<file path="src/rtl/os_pkg.sv">
package os_pkg;
   typedef enum logic {
      OS_MODE_SINGLE  = 1'b0,
      OS_MODE_RESTART = 1'b1
   } os_mode_e;

   localparam int OS_MIN_SYNC = 2;
   localparam int OS_MIN_CNT  = 2;
endpackage

</file>
<file path="src/rtl/os_trig_edge.sv">
module os_trig_edge #(
   parameter int STAGES = 2
) (
   input  logic clk,
   input  logic rst,
   input  logic trig_i,
   output logic stb_o
);
   localparam int LAST = STAGES - 1;

   generate
      if (STAGES < os_pkg::OS_MIN_SYNC) begin : g_bad
         $error("os_trig_edge: STAGES below minimum");
      end
   endgenerate

   logic [STAGES-1:0] chain_q;
   logic              hist_q;
   logic              stb_q;

   // Chain and history reset high: a level already present at release is not an edge.
   generate
      for (genvar i = 0; i < STAGES; i++) begin : g_sync
         if (i == 0) begin : g_first
            always_ff @(posedge clk) begin
               if (rst) chain_q[i] <= 1'b1;
               else     chain_q[i] <= trig_i;
            end
         end else begin : g_next
            always_ff @(posedge clk) begin
               if (rst) chain_q[i] <= 1'b1;
               else     chain_q[i] <= chain_q[i-1];
            end
         end
      end
   endgenerate

   always_ff @(posedge clk) begin
      if (rst) begin
         hist_q <= 1'b1;
         stb_q  <= 1'b0;
      end else begin
         hist_q <= chain_q[LAST];
         stb_q  <= chain_q[LAST] & ~hist_q;
      end
   end

   assign stb_o = stb_q;
endmodule

</file>
<file path="src/rtl/os_interval.sv">
module os_interval #(
   parameter int CNT_W = 16
) (
   input  logic             clk,
   input  logic             rst,
   input  logic             stb_i,
   input  logic             restart_en_i,
   input  logic [CNT_W-1:0] len_i,
   output logic             active_o,
   output logic             done_o
);
   localparam logic [CNT_W-1:0] ONE = CNT_W'(1);

   generate
      if (CNT_W < os_pkg::OS_MIN_CNT) begin : g_bad
         $error("os_interval: CNT_W below minimum");
      end
   endgenerate

   logic [CNT_W-1:0] left_q;
   logic             active_q;
   logic             done_q;
   logic [CNT_W-1:0] len_eff;
   logic             load;

   always_comb begin
      len_eff = (len_i == '0) ? ONE : len_i;
      load    = stb_i && (!active_q || restart_en_i);
   end

   always_ff @(posedge clk) begin
      if (rst) begin
         left_q   <= '0;
         active_q <= 1'b0;
         done_q   <= 1'b0;
      end else begin
         done_q <= 1'b0;
         if (load) begin
            left_q   <= len_eff;
            active_q <= 1'b1;
         end else if (active_q) begin
            if (left_q == ONE) begin
               left_q   <= '0;
               active_q <= 1'b0;
               done_q   <= 1'b1;
            end else begin
               left_q <= left_q - ONE;
            end
         end
      end
   end

   assign active_o = active_q;
   assign done_o   = done_q;
endmodule

</file>
<file path="src/rtl/oneshot_pulse.sv">
module oneshot_pulse #(
   parameter int CNT_W       = 16,
   parameter int SYNC_STAGES = 2
) (
   input  logic             clk,
   input  logic             rst,
   input  logic             trig_i,
   input  logic             retrig_i,
   input  logic [CNT_W-1:0] len_i,
   output logic             pulse_o,
   output logic             pulse_n_o,
   output logic             done_o
);
   import os_pkg::*;

   os_mode_e mode;
   logic     trig_stb;
   logic     active;
   logic     restart_en;

   assign mode       = os_mode_e'(retrig_i);
   assign restart_en = (mode == OS_MODE_RESTART);

   os_trig_edge #(.STAGES(SYNC_STAGES)) u_edge (
      .clk    (clk),
      .rst    (rst),
      .trig_i (trig_i),
      .stb_o  (trig_stb)
   );

   os_interval #(.CNT_W(CNT_W)) u_interval (
      .clk          (clk),
      .rst          (rst),
      .stb_i        (trig_stb),
      .restart_en_i (restart_en),
      .len_i        (len_i),
      .active_o     (active),
      .done_o       (done_o)
   );

   assign pulse_o   = active;
   assign pulse_n_o = ~active;
endmodule

</file>
<file path="config.mk">
export PLATFORM = sky130hd
export DESIGN_NAME = oneshot_pulse
export DESIGN_NICKNAME = d
export VERILOG_FILES = /design/src/rtl/os_pkg.sv /design/src/rtl/os_trig_edge.sv /design/src/rtl/os_interval.sv /design/src/rtl/oneshot_pulse.sv
export SDC_FILE = /design/constraint.sdc
export NUM_CORES = 1
export LEC_CHECK = 0
export BUFFER_PORTS_ARGS = -buffer_cell sky130_fd_sc_hd__buf_2
export CAP_MARGIN = 15
export CORE_UTILIZATION = 57
export CTS_BUF_LIST = sky130_fd_sc_hd__clkbuf_8
export DETAILED_ROUTE_END_ITERATION = 10
export GPL_ROUTABILITY_DRIVEN = 1
export MAX_ROUTING_LAYER = met4
export PLACE_DENSITY = 0.77
export SYNTH_ARGS = -nofsm -noshare
export SYNTH_HDL_FRONTEND = slang
export SYNTH_SLANG_ARGS = --single-unit
</file>
<file path="constraint.sdc">
create_clock -name clk -period 3.8 [get_ports clk]
set_clock_uncertainty 0.05 [all_clocks]
set_input_delay 0.76 -clock clk [delete_from_list [all_inputs] [get_ports clk]]
set_output_delay 0.76 -clock clk [all_outputs]
set_load 0.05 [all_outputs]
</file>
==> results of run 1 <==
==> power groups by stage <==
stage          Combinational, uW  Sequential [uW]  Clock, uW
6_report                     154              258        218
5_1_grt                      169              260        233
4_1_cts                      152              257        224
3_5_place_dp                 149              263          0
3_3_place_gp                 149              262          0
2_1_floorplan                118              260          0
==> metrics by stage <==
| stage | std cells | total power [uW] | setup slack (ps) |
|---|---|---|---|
| floorplan | 153 | 378 | 1440 |
| global placement | 195 | 412 | 1390 |
| detailed placement | 195 | 412 | 1340 |
| CTS | 199 | 633 | 1280 |
| global route | 199 | 662 | 1080 |
| finish | 199 | 629 | 1220 |
==> layout make-up <==
class                   instances  area (um^2)
well taps                      27         33.8
flip-flops and latches         22          440
repair buffers                 22          110
inverters                      10         37.5
clock buffers                   3         41.3
clock inverters                 1         30.0
fillers                       173          593
multi-input cells             114          736
==> cells in the mapped netlist (4+ instances only) <==
master,n
sky130_fd_sc_hd__dfxtp_1,22
sky130_fd_sc_hd__clkbuf_1,5
sky130_fd_sc_hd__o21ai_0,4
sky130_fd_sc_hd__nor4_1,6
sky130_fd_sc_hd__inv_1,10
sky130_fd_sc_hd__xor2_1,4
sky130_fd_sc_hd__nor2_1,12
sky130_fd_sc_hd__nor3_1,13
sky130_fd_sc_hd__nand2_1,7
sky130_fd_sc_hd__a21oi_1,18
sky130_fd_sc_hd__or2_2,5
==> registers in the layout, summed over array words and instances (netlist names) <==
name,count
u_edge.hist_q,1
u_interval.done_o,1
u_interval.active_o,1
u_edge.chain_q,2
u_edge.stb_o,1
u_interval.left_q,16
==> kinds of logic (layout without fill, tap and decap cells) <==
logic type	count (synthesis)	in the layout	synth area share
AO/OA/AOI/OAI	45	45	0.242
AND/OR/NAND/NOR	63	63	0.298
flip-flops	22	22	0.352
XOR/XNOR	4	4	0.0280
adder cells (fa/ha/maj)	2	2	0.0200
buffers and inverters	17	36	0.0600
==> worst paths after layout <==
path,startpoint,end,slack (ps),cells past startpoint
worst min-delay path,u_edge.hist_q,u_edge.stb_o,340,1
worst max register to register,u_interval.left_q[6],u_interval.left_q[7],1220,5
worst max-delay path,u_interval.left_q[6],u_interval.left_q[7],1220,5
worst min register to register,u_edge.hist_q,u_edge.stb_o,340,1
==> metal layers <==
layer,vias to the layer above,track usage
met5,-,-
met4,0,0.123
met3,8,0.0654
met2,56,0.440
met1,566,0.363
li1,621,-
==> critical path, delay by kind of cell, from the launching register on <==
kind | cells | cell delay, ps
flops | 1 | 360
simple gates | 4 | 1740
compound gates | 1 | 290
==> results.md, run 1 <==
- The library cells used most frequently in the layout, excluding fill and tap cells, are sky130_fd_sc_hd__buf_2 (22), sky130_fd_sc_hd__dfxtp_1 (22), sky130_fd_sc_hd__a21oi_1 (18).
- The clock reaches the later pin of the worst-skew pair after 270 ps.
- The power density over cell area is ~440 nW/um^2.
- In this run the cell area of the synthesized design comes to roughly 1300 um^2.
- For this run, the detailed router's first-pass iteration total came to 4.
- The final setup TNS is 0 ps.
- Entering global routing, the biggest net connects 24 pins.
- The share of synthesized area in the top cell type comes to 0.352.
- The clock tree from TritonCTS is yes.
- Signal routing reaches up to met4.
- The number of antenna violations at the first check in global routing is 0.
- After detailed routing, the number of remaining DRC violations is 0.
- The final hold violation count is 0.
- The final hold slack is roughly 340 ps.
- The remaining global-route overflow is 0.
- The fraction of layout cells with a size suffix above 1 is 0.215.
- Setup repair after global routing left no endpoint under its margin.
- The share of the Yosys chip area taken by registers is 0.352.
- The buffer type at the clock tree root is sky130_fd_sc_hd__clkbuf_8.
- The minimum clock period is about 2600 ps.
- After clock tree synthesis, the setup repair step added 0 buffers.
- The wire-length estimate of the detail-placed layout is between 2000 and 2500 um.
- Sorting the synthesized cells by area gives the leading types as sky130_fd_sc_hd__dfxtp_1 (35%), sky130_fd_sc_hd__a21oi_1 (7.2%), sky130_fd_sc_hd__nor3_1 (5.2%), sky130_fd_sc_hd__nor2_1 (3.6%), sky130_fd_sc_hd__inv_1 (3.0%).
- The biggest cell delay along the critical path is 730 ps.
- The first global-routing pass estimated 5090 um of wire.
- The worst-case IR drop observed on VDD is 0.332 mV.
- After technology mapping, the gate count stands at 153.
- Cell internal power was estimated by the tool at around 450 uW.
- The proportion of power drawn by combinational gates is 0.244.
- The worst setup path is launched from a flop.
- The setup violation total in the final timing report is 0.
- Max-cap violations in this run came to 0.
- The floorplan die width is between 40 and 50 um.
- The final wirelength is slightly above 3000 um.
- The biggest area contributor in the post-synthesis netlist is sky130_fd_sc_hd__dfxtp_1.
- The synthesized netlist contains 43 unique library cells.
- Port buffering added 22 buffers.
- Of the total power, the share spent switching nets is 0.287.
- The type of the most critical hold path is reg -> reg.
- In the detailed route, the total length drawn on met2 is roughly 1400 um.
- Dividing the detail-routed via count by the number of cells gives between 6 and 7.
- The layout net count is just under 200.
- The detailed router placed roughly 1,300 vias in this run.
- Measured along the y axis, the die boundary spans 48.9 um.
- The placed standard-cell area is 1360 um^2.
- After clock tree synthesis, the clock-pin slew on the worst setup and hold paths is 80 ps.
- The critical path is of the reg -> reg type.
- The synthesized design contains 0 enable-type register cells.
- The maximum frequency from static timing analysis is just under 400 MHz.
- The endpoint arrival time on the critical path is ~2700 ps.
- Relative to the synthesized area, the layout overhead comes to 14.2%.
- The standby leakage power is ~0.00055 uW.
- The flow ran to the end, and the final reports show no timing, DRC or antenna violations.
- The critical path goes through or4_1, nor4_4, nor2_2, a221oi_1, nor3_1.
- The worst pin sits at a relative slew slack of 0.456.
- The routed design uses 233 um of met3 wire.
- The die covers 2390 um^2.
- For this design the total switching power over the nets is 180 uW.
- The routed metal-1 wirelength is about 1400 um.
- The initial utilization of the core area, before any placement, comes to 0.619.
- In the finished design, the share of the clock period the worst path needs comes to 0.678.
- The count of cells resized by post-cts repair is 0.
- Clock tree synthesis found a total of 22 sinks.
- The floorplan step defined a core boundary enclosing about 2000 um^2.
- For this design, the CTS-stage hold fixing added 0 buffers.
- The via count of the first global-routing pass is between 1,000 and 1,500.
- For this run, the share of the core covered by cells in the final layout is 0.707.
- At the worst endpoint, the required time is a little under 4000 ps.
- Of the total power, registers draw 0.410.
- In this run, synthesis produced a sequential element count of 22.
- The most used flip-flop cell after synthesis is sky130_fd_sc_hd__dfxtp_1.
- The worst-margin pin slew is 814 ps.
- The final max-slew violation count is 0.
- When the netlist entered floorplanning its net count stood at around 180.
- The congestion estimate from routability-driven global placement came to between 0.9 and 1.
- The maximum fanout encountered on the critical timing path is 11.
- 23 I/O pins were placed.
- After floorplanning, the core was divided into 16 placement rows.
- The largest individual stage delay along the critical path comes from the cell sky130_fd_sc_hd__nor4_4.
- The number of DRC markers after the initial detailed-route iteration is 73.
- The clock passes through at most 2 buffers.
- Counting flops with an async set or reset pin after synthesis yields a share of 0.
- The overall fraction of global-route tracks in use is 0.287.
- The endpoint kind of the worst setup timing path is a flop.
- The area of all placed cells without fillers is about 1400 um^2.
- In this run the number of H-tree levels came out at 1.
- The count of nets left with antenna violations after detail routing is 0.
- The average instance area after synthesis is about 8.2 um^2.
- The final antenna diode count is 0.
- In the final routed layout, each cell accounts on average for between 15 and 20 um.
- Clock tree synthesis inserted a total of 3 buffers.
- The count of synthesis-stage warnings from yosys is 0.
- The clock group share of total power is 0.346.
(Power assumes the default switching activity.)
==> run 2: changes to the inputs <==
- ABC_AREA: unset -> 1
- PLACE_DENSITY: 0.77 -> 0.76
- clock period: 3.8 -> 2.4 ns (I/O delays scaled with it)
==> results.md, run 2 <==
- The run finished with clean final reports.
- By count the netlist is led by sky130_fd_sc_hd__nand2_1 (62), sky130_fd_sc_hd__inv_1 (36), sky130_fd_sc_hd__nor2_1 (32), sky130_fd_sc_hd__nand3_1 (23), sky130_fd_sc_hd__dfxtp_1 (22).
- The number of instances in the synthesized netlist is 240.
- The post-synthesis register bit count is 22.
- STA puts the critical path data arrival time at between 1500 and 2000 ps.
- The cell type group with the largest total delay on the critical path is compound AO/OA/AOI/OAI gates.
- The buffer type at the clock tree root is sky130_fd_sc_hd__clkbuf_8.
- During I/O placement, the number of pins put on the boundary was 23.
- At the later pin of the worst-skew pair, clock insertion delay measures 260 ps.
- Synthesis produced a netlist with a net count of between 200 and 300.
- The startpoint kind of the worst setup timing path is a flop.
- For this run, the total global-route usage over all layers was measured as 0.290.
- The endpoint of the worst register-to-register path is u_interval.left_q[2].
- The standby leakage power is between 0.0008 and 0.0009 uW.
- The die is roughly 53 um wide.
- The power density over cell area is about 600 nW/um^2.
- The slowest library cell on the worst path is sky130_fd_sc_hd__a21oi_2.
- The count of nets left with antenna violations after detail routing is 0.
- The share of async-settable or async-resettable flops after synthesis is 0.
- The number of buffers inserted during clock tree synthesis is 3.
- Dividing the detail-routed wire length by the instance count gives between 10 and 15 um.
- The launch instance of the worst register-to-register path is u_interval.active_o.
- Leaving out fill and tap cells, the most frequent cells in the layout are sky130_fd_sc_hd__nand2_1 (62), sky130_fd_sc_hd__inv_1 (36), sky130_fd_sc_hd__nor2_1 (32).
- The unique cell type count in the Yosys netlist is 25.
- The number of antenna violations at the first check in global routing was 0.
- The number of DRC markers after the initial detailed-route iteration is 43.
- The maximum number of buffers from clock root to sink is 2.
- TritonCTS built the clock tree.
- The synthesized design contains 0 enable-type register cells.
- The remaining global-route overflow is 0.
- The routed metal-1 wirelength is ~1500 um.
- The net load switching power is around 290 uW.
- In this run the number of H-tree levels came out at 1.
- Derived from the worst setup path, the maximum achievable clock frequency is 548 MHz.
- The floorplan step defined a die boundary enclosing 2760 um^2.
- The worst hold path startpoint is trig_i.
- Of the total power, the share spent switching nets is 0.294.
- The minimum setup slack among reg-to-reg paths is around 580 ps.
- The kind of critical path is reg -> reg.
- The most common cell in the netlist is sky130_fd_sc_hd__nand2_1.
- Among all flip-flop cells after synthesis, the most frequent one is sky130_fd_sc_hd__dfxtp_1.
- Setup violations remaining at the end of the flow were counted as 0.
- For the worst setup path, the data required time is 2550 ps.
- The number of setup buffers added after CTS is 0.
- Entering global routing, the biggest net connects 28 pins.
- The routed length on met3 is between 200 and 250 um.
- Yosys attributes the largest share of cell area to sky130_fd_sc_hd__dfxtp_1 (30%), sky130_fd_sc_hd__nand2_1 (16%), sky130_fd_sc_hd__inv_1 (9.3%), sky130_fd_sc_hd__nor2_1 (8.3%), sky130_fd_sc_hd__nand3_1 (7.9%).
- Once layout is done, the placed cells without fillers occupy approximately 1600 um^2.
- Power comes to around 980 uW.
- The number of buffers and inverters on the critical path is 2.
- Internal power comes to ~700 uW.
- The via count of the first global-routing pass is approximately 1,400.
- For this design, the sink count on the clock tree is 22.
- Routability-driven placement finished with a final weighted congestion of between 0.8 and 0.9.
- On the worst path, the slowest cell contributes a delay of 460 ps.
- Among the stages of the critical path, the cell type that occurs most often is sky130_fd_sc_hd__inv_2.
- The share of synthesized area in the top cell type comes to 0.303.
- Buffers placed on the I/O ports in this run total 22.
- The growth of design area from synthesis to finish is 12.1%.
- Of the cells placed in the final design, the portion with a size suffix greater than 1 is 0.169.
- Summed over all failing endpoints, the final setup total negative slack is 0 ps.
- The register with the most flip-flops is u_interval.left_q.
- The number of design rule violations left after detail routing is 0.
- Clock-pin slew was measured on the worst setup and hold paths at around 80 ps.
- Across the run, the number of max-cap violations was 0.
- The largest registers in the layout are u_interval.left_q (16), u_edge.chain_q (2).
- The tightest min-delay check is of the in -> reg type.
- The half-perimeter wire length of the detailed placement result is approximately 2400 um.
- The total area inside the core boundary comes to roughly 2300 um^2.
- The leading area contributor after synthesis is sky130_fd_sc_hd__dfxtp_1.
- Of the total power, registers draw 0.402.
- Of the synthesized area, sequential elements account for 0.303.
- The count of cells resized by post-cts repair is 0.
- Setup repair after global routing left no endpoint under its margin.
- Detailed routing placed a total of approximately 1500 um of wire on met2.
- The netlist area before placement is between 1000 and 1500 um^2.
- The depth of the worst register-to-register path is 6.
- The vias per cell is between 5 and 6.
- Along the worst path, the maximum fanout reaches 12.
- The most common library cell in the layout ignoring fill and taps is sky130_fd_sc_hd__nand2_1.
- The worst-case vdd ir drop is around 0.70 mV.
- Fill cells in the final layout number between 200 and 250.
- The signal on the critical path passes through inv_2, o21ai_4, inv_2, a21oi_2, o21ai_0, a21oi_1.
- At the pin with the least slew margin, the transition time is about 550 ps.
- The share of total power dissipated in combinational logic is 0.240.
- The final wirelength is ~3300 um.
- The minimum clock period is 1820 ps.
- For this design, the CTS-stage hold fixing added 0 buffers.
- The average instance area after synthesis is 6.06 um^2.
- The headroom to the max-slew limit is 0.633.
- The layout net count is about 280.
- The number of core rows is 17.
- The number of flip-flops in the largest register is 16.
- Of the available clock period, the critical path in the final layout requires 0.760.
- The routed layout has approximately 1,500 vias.
- The final antenna diode count is 0.
- The die height is around 53 um.
- The initial utilization of the core area, before any placement, comes to 0.628.
- Yosys printed 0 warnings.
- The first detailed-routing pass took 4 iterations.
- The final max-slew violation count is 0.
- The first global-routing pass estimated roughly 5700 um of wire.
- The worst min-delay path endpoint is u_edge.chain_q[0].
- The final hold violation count is 0.
- Counting instances, the worst hold path has a depth of 2.
- The endpoint kind of the worst setup timing path is a flop.
- The topmost layer with routed signal wires is met4.
- Of the total power, the clock network draws 0.358.
- After detailed placement, the total cell area comes to approximately 1600 um^2.
## run 2: through the flow
step | instances | util | hold WS [ps] | worst slack [ps]
2_1_floorplan | 240 | - | 323 | 592
3_3_place_gp | 285 | 0.673 | 333 | 475
3_5_place_dp | 285 | 0.673 | 339 | 418
4_1_cts | 289 | 0.704 | 340 | 579
5_1_grt | 289 | 0.704 | 332 | 375
6_report | 289 | 0.704 | 345 | 575
## run 2: cell families after synthesis
kind of cell	share of synthesized area
fa+ha+maj	0.0172
buf+inv	0.131
compound gates	0.138
xor+xnor	0.0181
simple gates	0.393
flops	0.303
## run 2: worst max path at each step
stage	start	end	slack [ps]	cells past startpoint
4_1_cts	u_interval.active_o	u_interval.left_q[2]	580	6
5_1_grt	u_interval.active_o	u_interval.left_q[2]	380	6
6_report	u_interval.active_o	u_interval.left_q[2]	580	6
3_3_place_gp	retrig_i	u_interval.left_q[2]	480	6
3_5_place_dp	retrig_i	u_interval.left_q[2]	420	6
2_1_floorplan	u_interval.active_o	u_interval.left_q[6]	590	6
## run 2: area by class of cell
class	instances	area, um^2	area share
Clock inverter	1	30.0	0.0184
Inverter	38	143	0.0874
Clock buffer	3	41.3	0.0253
Timing Repair Buffer	23	118	0.0721
Tap cell	28	35.0	0.0215
Multi-Input combinational cell	174	825	0.505
Sequential cell	22	440	0.270
## run 2: power groups by stage
stage | combinational [uW] | sequential, uW | clock [uW]
2_1_floorplan | 180 | 399 | 0
3_3_place_gp | 230 | 402 | 0
4_1_cts | 235 | 393 | 359
5_1_grt | 272 | 396 | 369
6_report | 235 | 393 | 351
3_5_place_dp | 234 | 401 | 0
## run 2: per-layer routing
layer / up-vias / GRT usage
li1: 789 / -
met1: 640 / 0.338
met2: 45 / 0.502
met3: 4 / 0.0609
met4: 0 / 0.0789
met5: - / -
